### src/rtl/dmap_pkg.sv
package dmap_pkg;
    typedef enum logic [1:0] {
        LAY_SEQ   = 2'd0,
        LAY_SPLIT = 2'd1,
        LAY_TALL  = 2'd2
    } layout_e;
endpackage

### src/rtl/dmap_layout_fsm.sv
module dmap_layout_fsm
    import dmap_pkg::*;
(
    input  logic    clk,
    input  logic    rst,
    input  logic    split_i,
    input  logic    dbl_i,
    output layout_e state_o
);
    layout_e state_q, state_d;

    // state register
    always_ff @(posedge clk) begin
        if (rst) state_q <= LAY_SEQ;
        else     state_q <= state_d;
    end

    // transitions: T_TO_TALL has priority, then T_TO_SPLIT, else T_TO_SEQ
    always_comb begin
        state_d = state_q;
        unique case (state_q)
            LAY_SEQ: begin
                if (dbl_i)        state_d = LAY_TALL;
                else if (split_i) state_d = LAY_SPLIT;
                else              state_d = LAY_SEQ;
            end
            LAY_SPLIT: begin
                if (dbl_i)        state_d = LAY_TALL;
                else if (split_i) state_d = LAY_SPLIT;
                else              state_d = LAY_SEQ;
            end
            LAY_TALL: begin
                if (dbl_i)        state_d = LAY_TALL;
                else if (split_i) state_d = LAY_SPLIT;
                else              state_d = LAY_SEQ;
            end
            default:              state_d = LAY_SEQ;
        endcase
    end

    assign state_o = state_q;
endmodule

### src/rtl/dmap_fwd.sv
module dmap_fwd
    import dmap_pkg::*;
#(
    parameter int COLS      = 16,
    parameter int GLY_LINES = 8,
    parameter int ROW2_BASE = 64,
    parameter int ADDR_W    = 7,
    localparam int CI_W     = $clog2(COLS),
    localparam int COL_W    = CI_W + 1,
    localparam int GLY_W    = $clog2(GLY_LINES),
    localparam int LINE_W   = GLY_W + 1,
    localparam int PHYS_W   = CI_W + 1
) (
    input  layout_e             lay,
    input  logic                req,
    input  logic [LINE_W-1:0]   line,
    input  logic [COL_W-1:0]    col,
    output logic                vld,
    output logic [ADDR_W-1:0]   addr,
    output logic [PHYS_W-1:0]   phys,
    output logic [GLY_W-1:0]    glyph
);
    logic              in_range;
    logic              row;
    logic [CI_W-1:0]   cidx;
    logic [ADDR_W-1:0] cext;

    assign in_range = (col < COL_W'(COLS));
    assign row      = line[LINE_W-1];
    assign cidx     = col[CI_W-1:0];
    assign cext     = ADDR_W'(cidx);

    always_comb begin
        vld   = req && in_range;
        addr  = '0;
        phys  = '0;
        glyph = '0;
        if (vld) begin
            unique case (lay)
                LAY_SEQ: begin
                    addr  = row ? (ADDR_W'(COLS) + cext) : cext;
                    phys  = {row, cidx};
                    glyph = line[GLY_W-1:0];
                end
                LAY_SPLIT: begin
                    addr  = row ? (ADDR_W'(ROW2_BASE) + cext) : cext;
                    phys  = {row, cidx};
                    glyph = line[GLY_W-1:0];
                end
                LAY_TALL: begin
                    addr  = cext;
                    phys  = {1'b0, cidx};
                    glyph = line[LINE_W-1:1];
                end
                default: begin
                    addr  = '0;
                    phys  = '0;
                    glyph = '0;
                end
            endcase
        end
    end
endmodule

### src/rtl/dmap_rev.sv
module dmap_rev
    import dmap_pkg::*;
#(
    parameter int COLS      = 16,
    parameter int ROW2_BASE = 64,
    parameter int ADDR_W    = 7,
    localparam int CI_W     = $clog2(COLS)
) (
    input  layout_e           lay,
    input  logic [ADDR_W-1:0] ac,
    output logic              vis,
    output logic              row,
    output logic [CI_W-1:0]   col
);
    localparam logic [ADDR_W-1:0] ONE_LINE = ADDR_W'(COLS);
    localparam logic [ADDR_W-1:0] TWO_LINE = ADDR_W'(2 * COLS);
    localparam logic [ADDR_W-1:0] R2_LO    = ADDR_W'(ROW2_BASE);
    localparam logic [ADDR_W-1:0] R2_HI    = ADDR_W'(ROW2_BASE + COLS);

    always_comb begin
        vis = 1'b0;
        row = 1'b0;
        unique case (lay)
            LAY_SEQ: begin
                vis = (ac < TWO_LINE);
                row = (ac >= ONE_LINE);
            end
            LAY_SPLIT: begin
                if (ac < ONE_LINE) begin
                    vis = 1'b1;
                end else if (ac >= R2_LO && ac < R2_HI) begin
                    vis = 1'b1;
                    row = 1'b1;
                end
            end
            LAY_TALL:  vis = (ac < ONE_LINE);
            default:   vis = 1'b0;
        endcase
        if (!vis) row = 1'b0;
        col = vis ? ac[CI_W-1:0] : '0;
    end
endmodule

### src/rtl/disp_addr_map.sv
module disp_addr_map
    import dmap_pkg::*;
#(
    parameter int COLS      = 16,
    parameter int GLY_LINES = 8,
    parameter int ROW2_BASE = 64,
    parameter int ADDR_W    = 7,
    localparam int CI_W     = $clog2(COLS),
    localparam int COL_W    = CI_W + 1,
    localparam int GLY_W    = $clog2(GLY_LINES),
    localparam int LINE_W   = GLY_W + 1,
    localparam int PHYS_W   = CI_W + 1
) (
    input  logic              clk,
    input  logic              rst,
    input  logic              split_i,
    input  logic              dbl_i,
    input  logic              scan_req_i,
    input  logic [LINE_W-1:0] line_i,
    input  logic [COL_W-1:0]  col_i,
    input  logic [ADDR_W-1:0] ac_i,
    output logic              map_vld_o,
    output logic [ADDR_W-1:0] addr_o,
    output logic [PHYS_W-1:0] phys_o,
    output logic [GLY_W-1:0]  glyph_o,
    output logic              cur_vis_o,
    output logic              cur_row_o,
    output logic [CI_W-1:0]   cur_col_o
);
    layout_e           lay;
    logic              req_q;
    logic [LINE_W-1:0] line_q;
    logic [COL_W-1:0]  col_q;
    logic [ADDR_W-1:0] ac_q;

    logic              f_vld;
    logic [ADDR_W-1:0] f_addr;
    logic [PHYS_W-1:0] f_phys;
    logic [GLY_W-1:0]  f_glyph;
    logic              r_vis;
    logic              r_row;
    logic [CI_W-1:0]   r_col;

    dmap_layout_fsm u_fsm (
        .clk     (clk),
        .rst     (rst),
        .split_i (split_i),
        .dbl_i   (dbl_i),
        .state_o (lay)
    );

    // sample position and counter on the same edge as the layout
    always_ff @(posedge clk) begin
        if (rst) begin
            req_q  <= 1'b0;
            line_q <= '0;
            col_q  <= '0;
            ac_q   <= '0;
        end else begin
            req_q  <= scan_req_i;
            line_q <= line_i;
            col_q  <= col_i;
            ac_q   <= ac_i;
        end
    end

    dmap_fwd #(
        .COLS(COLS), .GLY_LINES(GLY_LINES), .ROW2_BASE(ROW2_BASE), .ADDR_W(ADDR_W)
    ) u_fwd (
        .lay   (lay),
        .req   (req_q),
        .line  (line_q),
        .col   (col_q),
        .vld   (f_vld),
        .addr  (f_addr),
        .phys  (f_phys),
        .glyph (f_glyph)
    );

    dmap_rev #(
        .COLS(COLS), .ROW2_BASE(ROW2_BASE), .ADDR_W(ADDR_W)
    ) u_rev (
        .lay (lay),
        .ac  (ac_q),
        .vis (r_vis),
        .row (r_row),
        .col (r_col)
    );

    // output process
    always_comb begin
        map_vld_o = f_vld;
        addr_o    = f_addr;
        phys_o    = f_phys;
        glyph_o   = f_glyph;
        cur_vis_o = r_vis;
        cur_row_o = r_row;
        cur_col_o = r_col;
    end
endmodule

### config.mk
export PLATFORM = sky130hd
export DESIGN_NAME = disp_addr_map
export DESIGN_NICKNAME = d
export VERILOG_FILES = /design/src/rtl/dmap_pkg.sv /design/src/rtl/dmap_layout_fsm.sv /design/src/rtl/dmap_fwd.sv /design/src/rtl/dmap_rev.sv /design/src/rtl/disp_addr_map.sv
export SDC_FILE = /design/constraint.sdc
export NUM_CORES = 1
export LEC_CHECK = 0
export ABC_CLOCK_PERIOD_IN_PS = 3000
export CAP_MARGIN = 20
export CORE_UTILIZATION = 40
export DETAILED_ROUTE_END_ITERATION = 7
export DONT_BUFFER_PORTS = 1
export PLACE_DENSITY = 0.58
export SKIP_LAST_GASP = 1
export SLEW_MARGIN = 25
export SYNTH_ARGS = -nofsm -noshare
export SYNTH_HDL_FRONTEND = slang
export SYNTH_SLANG_ARGS = --single-unit
### constraint.sdc
create_clock -name clk -period 3 [get_ports clk]
set_input_delay 0.6 -clock clk [delete_from_list [all_inputs] [get_ports clk]]
set_output_delay 0.6 -clock clk [all_outputs]
set_load 0.02 [all_outputs]
Word-level counts from Yosys, hierarchy flattened. Index checks and enable logic that the tools add are counted.

Bits in latches: 0. Memory bits (read-only): 0. Bits in writable memories: 0. Register bits after elaboration: 19. Memories: 0. Output and inout bits: 22. Logic and storage cells: 41.

$lt $le $gt $ge: 6. Reductions and logical operators: 7. Bitwise logic cells: 1. Add/sub/neg operators: 2. Div/mod/pow operators: 0. Multiplexer cells: 17. Shift-type cells: 0. Multiply operators: 0. Eq/ne operators: 2.

Operators by type and width (count): $mux W7 (3); $pmux W7 S3 (1); $pmux W5 S2 (1); $add A7 B4 Y7 const A (1); $ge A7 B5 Y1 const B (1); $ge A7 B7 Y1 const B (1); $lt A7 B5 Y1 const B (1); $lt A7 B6 Y1 const B (1); $lt A7 B7 Y1 const B (1); $add A5 B4 Y6 const A (1); $pmux W3 S2 (1); $reduce_or A3 Y1 (2); $lt A5 B5 Y1 const B (1); $mux W1 (5); $mux W5 (1); $mux W4 (1); $reduce_or A2 Y1 (2); $mux W3 (1); $pmux W1 S3 (1); $eq A2 B1 Y1 const B (1); $eq A2 B2 Y1 const B (1); $logic_and A1 B1 Y1 (2); $logic_not A2 Y1 (1); $mux W2 (1); other kinds (2) (2).

Logic depth before layout (Yosys ltp). Gate-level depths: netlist (run 1).

Depth after elaboration: 6. Mapped depth: 3.

Cells and area by module. Synthesis (run 1) repeated with hierarchy kept, for this count alone.

Cell total of the unflattened synthesis: 82. Area, all modules: 884.6 µm².

Modules (own cells, without submodules): disp_addr_map (area an instance 475.5 µm², seq. area each 340.3 µm², cells an instance 35, instances 1); dmap_fwd (area an instance 247.7 µm², seq. area each 0.0 µm², cells an instance 28, instances 1); dmap_rev (area an instance 100.1 µm², seq. area each 0.0 µm², cells an instance 14, instances 1); dmap_layout_fsm (area an instance 61.3 µm², seq. area each 40.0 µm², cells an instance 5, instances 1).

Worst setup path after synthesis (run 1). OpenSTA, ideal clock, no wires.

Kind: register to output. From: register u_fsm.state_q[0], in the netlist u_fsm.state_o[0]. To: output cur_row_o. Data required time: 2.400 ns. Arrival time: 1.273 ns. Setup slack: 1.127 ns. Stages on the path, launching flop included: 3. Cells stage by stage: dfxtp_1 or3b_1 a211oi_1.

Longest elaborated chain between the ends: 3. Elaborated cells on any way between the ends: 6.

RTL lines: start, declared (line dmap_layout_fsm.sv:10) `layout_e state_q, state_d;`; start signal, assigned (line dmap_layout_fsm.sv:15) `else state_q <= state_d;`; $eq A2 B2 Y1 (tied with other cells) (line dmap_rev.sv:23) `unique case (lay)`; $pmux W1 S3 / $pmux W1 S2 (equally long branches) (line dmap_rev.sv:23); $mux W1 * (line dmap_rev.sv:39) `if (!vis) row = 1'b0;`; end, declared (line disp_addr_map.sv:27) `output logic cur_row_o,`.

Mark *: on every way between the ends. The rest lies on a longest branch, timed or not.

Worst setup path in the final report (run 1). Ends and elaborated chain as after synthesis.

==> key figures, run 1 <==
Status
  • Status: finished, final reports clean

Critical path
  • Crit Path Category: reg2out
  • Startpoint Class: register
  • Origin of the critical flop-to-flop path: u_fsm.state_o[1]
  • Crit-path cells: or3b_1 -> a211oi_1
  • CP arrival: 1.68 ns
  • Critical path launch point: u_fsm.state_o[0]
  • Critical path peak fanout: 10
  • CP required: 2.40 ns
  • Type of destination of the critical path: output port
  • Slowest cell delay on critical path: 0.63 ns
  • Kind of cell adding the most delay to the critical path: compound AO/OA/AOI/OAI gates
  • CP max stage cell: a211oi_1
  • WP buf/inv: 0

STA
  • Final Hold Vio Count: 0
  • Slew headroom: 52.4%
  • Min Tclk post-route: 2.28 ns
  • Fin. max-slew vios: 0
  • Post-route setup TNS: 0 ns
  • WHS: 0.370 ns
  • Tcrit/Tclk final: 75.9%
  • Post-route setup slack: 0.724 ns
  • Highest Clock Rate: 0.439 GHz
  • Worst Skew: 0.0000931 ns
  • RSZ-0062 raised after global routing: no
  • Worst-margin pin slew: 0.710 ns
  • Setup Viol. Count Final: 0

Clock tree
  • Worst skew pair latency: 0.28 ns
  • CTS Buf Count: 3
  • Htree depth: 1
  • Clock Sinks: 19
  • CTS tree: done
  • CTS Buffer Depth: 2
  • Root Buffer: clkbuf_4
  • Hold_buf cts: 0
  • Post-CTS Setup Repair Bufs: 0
  • Resize count post-CTS: 0
  • Clock-pin slew of the registers on the worst-case setup and hold paths: 0.10 ns

Route
  • DRC violations left: 0
  • Antenna viol nets, final: 0
  • Detail-routed net length per standard cell: 11.8 µm
  • Drt pass-1 iters: 4
  • First-iteration detailed-routing DRC count: 6
  • WL final: 1240 µm
  • DR vias/cell: 5.09
  • Vias: 534

Global routing
  • Vias in the first global route: 427
  • First-pass GRT wire length: 1700 µm
  • Grt total ovfl: 0
  • Tot GR Track Use: 11.7%
  • Initial antenna violation count: 0
  • Largest net degree at the start of global routing: 20

Pwr
  • Sw Share: 23.2%
  • Power per cell area: 537 nW/µm²
  • Flop pwr share: 62.9%
  • Total power: 435 µW
  • Internal power: 334 µW
  • Switching pwr: 101 µW
  • Leakage Power: 0.000338 µW
  • Worst ir drop on vdd: 0.000265 V
  • Logic pwr share: 9.7%
  • Clock Power Share: 27.5%

Finish
  • Ant diodes: 0
  • Register area: 380 µm²
  • P&R area growth vs syn: 5.37%
  • Share of cells above drive strength 1: 10.0%
  • Multi-input gate area: 369 µm²
  • Post-Layout Cell Count: 105
  • Nets: 102
  • Fillcell total: 182

Min path
  • Hold Crit Start: rst
  • Min-Delay Path Class: in2reg

Place
  • Dpl ws: 1.01 ns
  • PortBufs: 0
  • Routability cong.: 0.631
  • Dpl cells: 101
  • DP HPWL: 900 µm

Floorplanning
  • Core area: 1760 µm²
  • Cell Rows: 15
  • Die area: 2100 µm²
  • I/O Pins: 43
  • Initial core utilization: 43.6%
  • Die H: 45.9 µm
  • Die X: 45.9 µm

Yosys
  • Count of cell types in the netlist: 21
  • Mapped Nets: 100
  • Yosys reg bits: 19
  • Syn Area/Cell: 9.74 µm²
  • Register area share after synthesis: 49.4%
  • Post-Syn Area: 769 µm²
  • Post-Synthesis Cells: 79
  • Warnings, synthesis: 0

Flow run
  • Max cap viols: 0
==> cells in the mapped netlist <==
library cell  count  area (µm²)
dfxtp_1          19         380
nor2b_1          17         106
a21oi_1           8        40.0
and3_1            8        50.1
nand2b_1          8        50.1
nand3b_1          4        30.0
a211o_2           1        10.0
a211oi_1          1        7.51
and2_2            1        7.51
and2b_2           1        8.76
and3b_1           1        8.76
and4bb_2          1        12.5
buf_2             1        5.00
buf_4             1        7.51
clkbuf_1          1        3.75
conb_1            1        3.75
inv_1             1        3.75
nand2_1           1        3.75
nor4bb_1          1        10.0
or3b_1            1        8.76
or3b_4            1        11.3
==> layout make-up <==
class                      instances  area share (%)
clock buffer                       4            3.24
inverter                           1           0.463
multi-input combinational         56            45.5
sequential                        19            46.9
tap                               25            3.86
==> sequential cells by signal (all words and copies together), names as in the netlist <==
register / count
u_fsm.state_o: 2
req_q: 1
col_q: 5
line_q: 4
ac_q: 7
==> power by group through the flow <==
stage               logic [µW]  clock network (µW)  registers [µW]
floorplan                 43.2                   0             276
global placement          41.9                   0             279
detailed placement        42.5                   0             280
CTS                       42.6                 125             274
global route              45.9                 134             276
finish                    42.1                 120             274
==> stage by stage <==
stage	cell area, µm²	utilization (%)
2_1_floorplan	769	-
3_5_place_dp	785	44.5
6_report	811	46.0
4_1_cts	811	46.0
3_3_place_gp	785	44.5
5_1_grt	811	46.0
==> layout by cell type, fill, tap and decap left out, types with 3 or more instances in the layout <==
cell type  instances
dfxtp_1           19
a21oi_1            8
nand2b_1           8
and3_1             8
clkbuf_4           3
nor2b_1           17
nand3b_1           4
==> kinds of logic (layout without fill, tap and decap cells) <==
kind of cell / after synthesis / in the layout / share of synthesized area, %
compound gates: 10 / 10 / 7.48
buf+inv: 4 / 5 / 2.60
flops: 19 / 19 / 49.4
other cells: 1 / 1 / 0.487
simple gates: 45 / 45 / 40.0
==> worst paths after layout <==
check	slack (ns)	cells past startpoint	end
max reg2reg	1.90	2	u_fsm.state_o[1]
min reg2reg	0.83	2	u_fsm.state_o[1]
min	0.37	1	ac_q[1]
max	0.72	2	cur_row_o
==> metal layers <==
layer | up-vias | track usage [%] | share of wire, %
li1 | 264 | - | -
met1 | 247 | 12.6 | 38
met2 | 21 | 20.3 | 54
met3 | 2 | 2.78 | 6.2
met4 | 0 | 7.06 | 0.81
met5 | - | 0 | 0
No activity file was read; power rests on OpenSTA's default activity.
==> inputs of run 2 (changes only) <==
- ABC_CLOCK_PERIOD_IN_PS: 3000 -> 2100
- clock period: 3 -> 2.1 ns (I/O delays scaled with it)
==> run 2 against run 1 <==
Wire length is 3.1% lower. Setup slack worse by 0.66 ns. Final cell count up 0.95%. Clock power rose by 47%. Via count up 0.37%. Count of clock-buffer cells in the layout is the same. Clock skew is essentially flat. Critical path type unchanged. Largest cell class unchanged. Highest routed layer unchanged.
==> key figures, run 2 (synthesis gave the netlist of run 1 again) <==
Clock tree
  • Clock-pin slew of the registers on the worst-case setup and hold paths: 0.10 ns
  • Htree depth: 1
  • Worst skew pair latency: 0.28 ns
  • Clock Sinks: 19
  • CTS Buf Count: 3
  • CTS Buffer Depth: 2
  • Root Buffer: clkbuf_4
  • Hold_buf cts: 0
  • CTS tree: done

Critical path
  • Origin of the critical flop-to-flop path: u_fsm.state_o[1]
  • WP buf/inv: 0
  • R2R setup slack: 1.02 ns
  • Type of destination of the critical path: output port
  • Startpoint Class: register
  • CP max stage cell: dfxtp_1
  • Slowest cell delay on critical path: 0.47 ns
  • Reg2reg end: u_fsm.state_o[1]
  • CP arrival: 1.62 ns
  • Crit Path Category: reg2out
  • Kind of cell adding the most delay to the critical path: flip-flops
  • Crit-path cells: or3b_4 -> a21oi_1
  • CP required: 1.68 ns
  • Critical path peak fanout: 10
  • FF-to-FF path depth: 2

Global routing
  • Vias in the first global route: 419
  • First-pass GRT wire length: 1690 µm
  • Met2 GRT Util: 20.0%
  • M1 GR Usage: 12.4%
  • Initial antenna violation count: 0
  • Busiest layer in global routing: met2
  • Met3 usage: 2.78%
  • Tot GR Track Use: 11.8%
  • Largest net degree at the start of global routing: 20
  • Grt total ovfl: 0

Finish
  • Max reg flops: 7
  • Largest registers: ac_q (7), col_q (5), line_q (4)
  • Ant diodes: 0
  • Share of cells above drive strength 1: 11.1%
  • Most flops, register: ac_q
  • P&R area growth vs syn: 6.34%
  • Fillcell total: 190
  • Commonest non-fill, non-tap cell in the layout: dfxtp_1
  • Final core utilization: 46.4%
  • Most frequent cells in the layout: 19 x dfxtp_1, 17 x nor2b_1, 8 x a21oi_1, 8 x nand2b_1, 8 x and3_1
  • Nets: 103

Min path
  • Min-Delay Path Class: in2reg
  • Hold Crit Start: rst
  • Hold Crit Endpoint: ac_q[1]
  • Worst Hold Depth: 1

STA
  • Post-route setup TNS: 0 ns
  • RSZ-0062 raised after global routing: yes
  • Min Tclk post-route: 2.04 ns
  • Final Hold Vio Count: 0
  • Highest Clock Rate: 0.491 GHz
  • Tcrit/Tclk final: 97.1%
  • Fin. max-slew vios: 0
  • Worst Skew: 0.000199 ns
  • Setup Viol. Count Final: 0

Route
  • First-iteration detailed-routing DRC count: 9
  • WL final: 1200 µm
  • Detail-routed net length per standard cell: 11.4 µm
  • DR vias/cell: 5.06
  • Drt pass-1 iters: 3
  • Antenna viol nets, final: 0
  • DRC violations left: 0
  • Vias: 536

Floorplanning
  • Core area: 1760 µm²
  • I/O Pins: 43
  • Die area: 2100 µm²
  • Die H: 45.9 µm
  • Die X: 45.9 µm
  • Cell Rows: 15
  • Initial core utilization: 43.6%

Pwr
  • Switching pwr: 149 µW
  • Clock Power Share: 28.0%
  • Leakage Power: 0.000343 µW
  • Power per cell area: 767 nW/µm²
  • Internal power: 479 µW
  • Flop pwr share: 62.3%
  • Worst ir drop on vdd: 0.000455 V
  • Logic pwr share: 9.7%
  • Sw Share: 23.7%

Status
  • Status: finished, final reports clean

Flow run
  • Max cap viols: 0

Place
  • PortBufs: 0
  • Routability cong.: 0.634
run 2: changes by cell type in the layout (fill, tap and decap cells not counted):
cell	before	now
buf_4	0	1
run 2: worst max path at each step:
stage / start / to / slack, ns / cells past startpoint
floorplan: u_fsm.state_o[0] / cur_row_o / 0.41 / 2
global placement: u_fsm.state_o[0] / cur_col_o[0] / 0.41 / 2
detailed placement: u_fsm.state_o[0] / cur_col_o[3] / 0.37 / 2
CTS: u_fsm.state_o[0] / cur_col_o[3] / 0.04 / 2
global route: u_fsm.state_o[0] / cur_vis_o / -0.04 / 2
finish: u_fsm.state_o[0] / cur_col_o[3] / 0.06 / 2
run 2: stage by stage:
stage	power [µW]	instance area (µm²)	hold slack, ns	setup WS (ns)	instances
final	628	818	0.184	0.0616	106
after global placement	460	792	0.493	0.405	102
after detailed placement	461	792	0.494	0.370	102
after floorplan	456	769	0.492	0.407	79
after global routing	658	818	0.168	-0.0392	106
after CTS	637	818	0.174	0.0401	106
run 2: worst reg2reg max path: stages, from the launching register on:
cell and delay (ns):
dfxtp_1 0.51, nand2_1 0.24, and3b_1 0.24
run 2: area by class of cell:
type	instances	area [µm²]	share of cell area (%)
repair buffers	1	7.51	0.917
clock buffers	4	26.3	3.21
inverters	1	3.75	0.459
well taps	25	31.3	3.82
flip-flops and latches	19	380	46.5
multi-input cells	56	369	45.1
run 2: timing repair:
action / CTS / global route
resized for setup: 0 / 0
setup endpoints to repair: 0 / 5
setup buffers: 0 / 0
run 2: power groups by stage:
stage	logic [µW]	registers (µW)	clock network, µW
finish	60.9	391	176
CTS	61.5	391	184
detailed placement	61.4	400	0
floorplan	61.7	395	0
global placement	61.0	399	0
global route	66.0	394	198
run 2: per-layer routing:
layer | share of wire [%] | vias up
li1 | - | 267
met1 | 41 | 248
met2 | 52 | 19
met3 | 6.1 | 2
met4 | 0.83 | 0
met5 | 0 | -
==> inputs of run 3 (changes only) <==
- CTS_BUF_LIST: default -> sky130_fd_sc_hd__clkbuf_4 sky130_fd_sc_hd__clkbuf_8
- SETUP_SLACK_MARGIN: default -> 0.15
==> run 3 against run 2 <==
Final cell count stayed put. Die area stayed put. Critical path depth stayed put. Clock skew hardly changed. Count of clock-buffer cells in the layout stayed put. Global-route usage is 0.082 points higher. Sequential cell count stayed put. Maximum frequency is 8.1% higher. Register-to-register slack hardly changed. Non-clock buffer count stayed put. Critical path type unchanged.
==> key figures, run 3 (synthesis gave the netlist of run 1 again) <==
Floorplanning
  • Die area: 2100 µm²
  • Core area: 1760 µm²
  • Initial core utilization: 43.6%
  • Cell Rows: 15
  • I/O Pins: 43
  • Die X: 45.9 µm
  • Die H: 45.9 µm

Clock tree
  • Clock-pin slew of the registers on the worst-case setup and hold paths: 0.10 ns
  • Root Buffer: clkbuf_4
  • CTS Buffer Depth: 2
  • Htree depth: 1
  • Hold_buf cts: 0
  • Worst skew pair latency: 0.28 ns
  • Post-CTS Setup Repair Bufs: 0
  • CTS tree: done
  • CTS Buf Count: 3
  • Clock Sinks: 19

Critical path
  • Critical path peak fanout: 11
  • Origin of the critical flop-to-flop path: u_fsm.state_o[1]
  • Type of destination of the critical path: output port
  • WP buf/inv: 0
  • Reg2reg end: u_fsm.state_o[1]
  • CP max stage cell: or3b_4
  • FF-to-FF path depth: 2
  • Crit-path cells: or3b_4 -> a21oi_2
  • Startpoint Class: register
  • CP required: 1.68 ns
  • Slowest cell delay on critical path: 0.46 ns
  • CP arrival: 1.47 ns
  • Kind of cell adding the most delay to the critical path: simple AND/OR/NAND/NOR gates
  • R2R setup slack: 1.02 ns
  • Crit Path Category: reg2out

Route
  • Detail-routed net length per standard cell: 12.0 µm
  • Antenna viol nets, final: 0
  • Vias: 544
  • DR vias/cell: 5.13
  • DRC violations left: 0
  • Drt pass-1 iters: 2
  • WL final: 1270 µm
  • First-iteration detailed-routing DRC count: 8

Pwr
  • Sw Share: 23.9%
  • Clock Power Share: 29.5%
  • Flop pwr share: 60.3%
  • Power per cell area: 770 nW/µm²
  • Logic pwr share: 10.2%
  • Internal power: 493 µW
  • Switching pwr: 155 µW
  • Worst ir drop on vdd: 0.000464 V
  • Leakage Power: 0.000347 µW

Flow run
  • Max cap viols: 0

STA
  • Post-route setup TNS: 0 ns
  • Min Tclk post-route: 1.89 ns
  • Worst Skew: 0.000159 ns
  • Tcrit/Tclk final: 89.8%
  • Post-route setup slack: 0.214 ns
  • Final Hold Vio Count: 0
  • RSZ-0062 raised after global routing: no
  • Setup Viol. Count Final: 0
  • Fin. max-slew vios: 0
  • Highest Clock Rate: 0.530 GHz

Min path
  • Hold Crit Start: rst
  • Hold Crit Endpoint: ac_q[1]
  • Min-Delay Path Class: in2reg
  • Worst Hold Depth: 1

Place
  • PortBufs: 0
  • Routability cong.: 0.634
  • Dpl ws: 0.370 ns

Global routing
  • Grt total ovfl: 0
  • Tot GR Track Use: 11.9%
  • Vias in the first global route: 419
  • First-pass GRT wire length: 1700 µm
  • Initial antenna violation count: 0
  • Largest net degree at the start of global routing: 20

Finish
  • Largest registers: ac_q (7), col_q (5), line_q (4)
  • P&R area growth vs syn: 9.43%
  • Fillcell total: 189
  • Most flops, register: ac_q
  • Ant diodes: 0
  • Max reg flops: 7
  • Share of cells above drive strength 1: 19.8%
  • Commonest non-fill, non-tap cell in the layout: dfxtp_1
  • Most frequent cells in the layout: 18 x dfxtp_1, 17 x nor2b_1, 8 x nand2b_1, 8 x and3_1, 5 x a21oi_2
  • Nets: 103

Status
  • Status: finished, final reports clean
[run 3: cell counts in the layout (fill, tap and decap cells not counted)]
Identical to the previous run, type by type.
[run 3: power groups by stage]
stage | clock network, µW | logic [µW] | registers [µW]
5_1_grt | 210 | 70.9 | 394
3_5_place_dp | 0 | 61.4 | 400
3_3_place_gp | 0 | 61.0 | 399
2_1_floorplan | 0 | 61.7 | 395
4_1_cts | 197 | 61.5 | 391
6_report | 191 | 65.9 | 391
[run 3: worst register-to-register path: cells and delay by family, from the launching register on]
kind | cells | cell delay, ns
DFF | 1 | 0.51
and+or+nand+nor | 2 | 0.47
[run 3: area by class of cell]
cell class	count	area [µm²]	share of cell area (%)
inverters	1	3.75	0.446
well taps	25	31.3	3.71
multi-input cells	56	388	46.1
repair buffers	1	7.51	0.892
clock buffers	4	30.0	3.57
flip-flops and latches	19	382	45.3
[run 3: worst max-delay path by stage]
stage                     slack, ns             start      endpoint  depth (start not counted)
after floorplan                0.41  u_fsm.state_o[0]     cur_row_o                          2
after global placement         0.41  u_fsm.state_o[0]  cur_col_o[0]                          2
after detailed placement       0.37  u_fsm.state_o[0]  cur_col_o[3]                          2
after CTS                      0.04  u_fsm.state_o[0]  cur_col_o[3]                          2
after global routing           0.14  u_fsm.state_o[1]  cur_col_o[1]                          2
final                          0.21  u_fsm.state_o[1]  cur_col_o[1]                          2
[run 3: metrics by stage]
step	hold slack (ns)	power, µW	instances	util, %	area [µm²]
2_1_floorplan	0.492	456	79	-	769
5_1_grt	0.169	675	106	47.7	842
6_report	0.181	649	106	47.7	842
3_5_place_dp	0.494	461	102	44.9	792
3_3_place_gp	0.493	460	102	44.9	792
4_1_cts	0.174	650	106	46.6	822
[run 3: layer usage]
layer  GRT usage (%)  part of all wire [%]  wire (µm)
met5               0                     0          0
met4            8.82                  0.78         10
met3            2.78                   5.3         67
met2            20.0                    54        688
met1            12.7                    40        508
[run 3: what timing repair did]
action	in CTS	in global routing
endpoints found under the hold margin	0	0
gates cloned	0	0
gates resized for setup	0	6
endpoints found under the setup margin	5	6
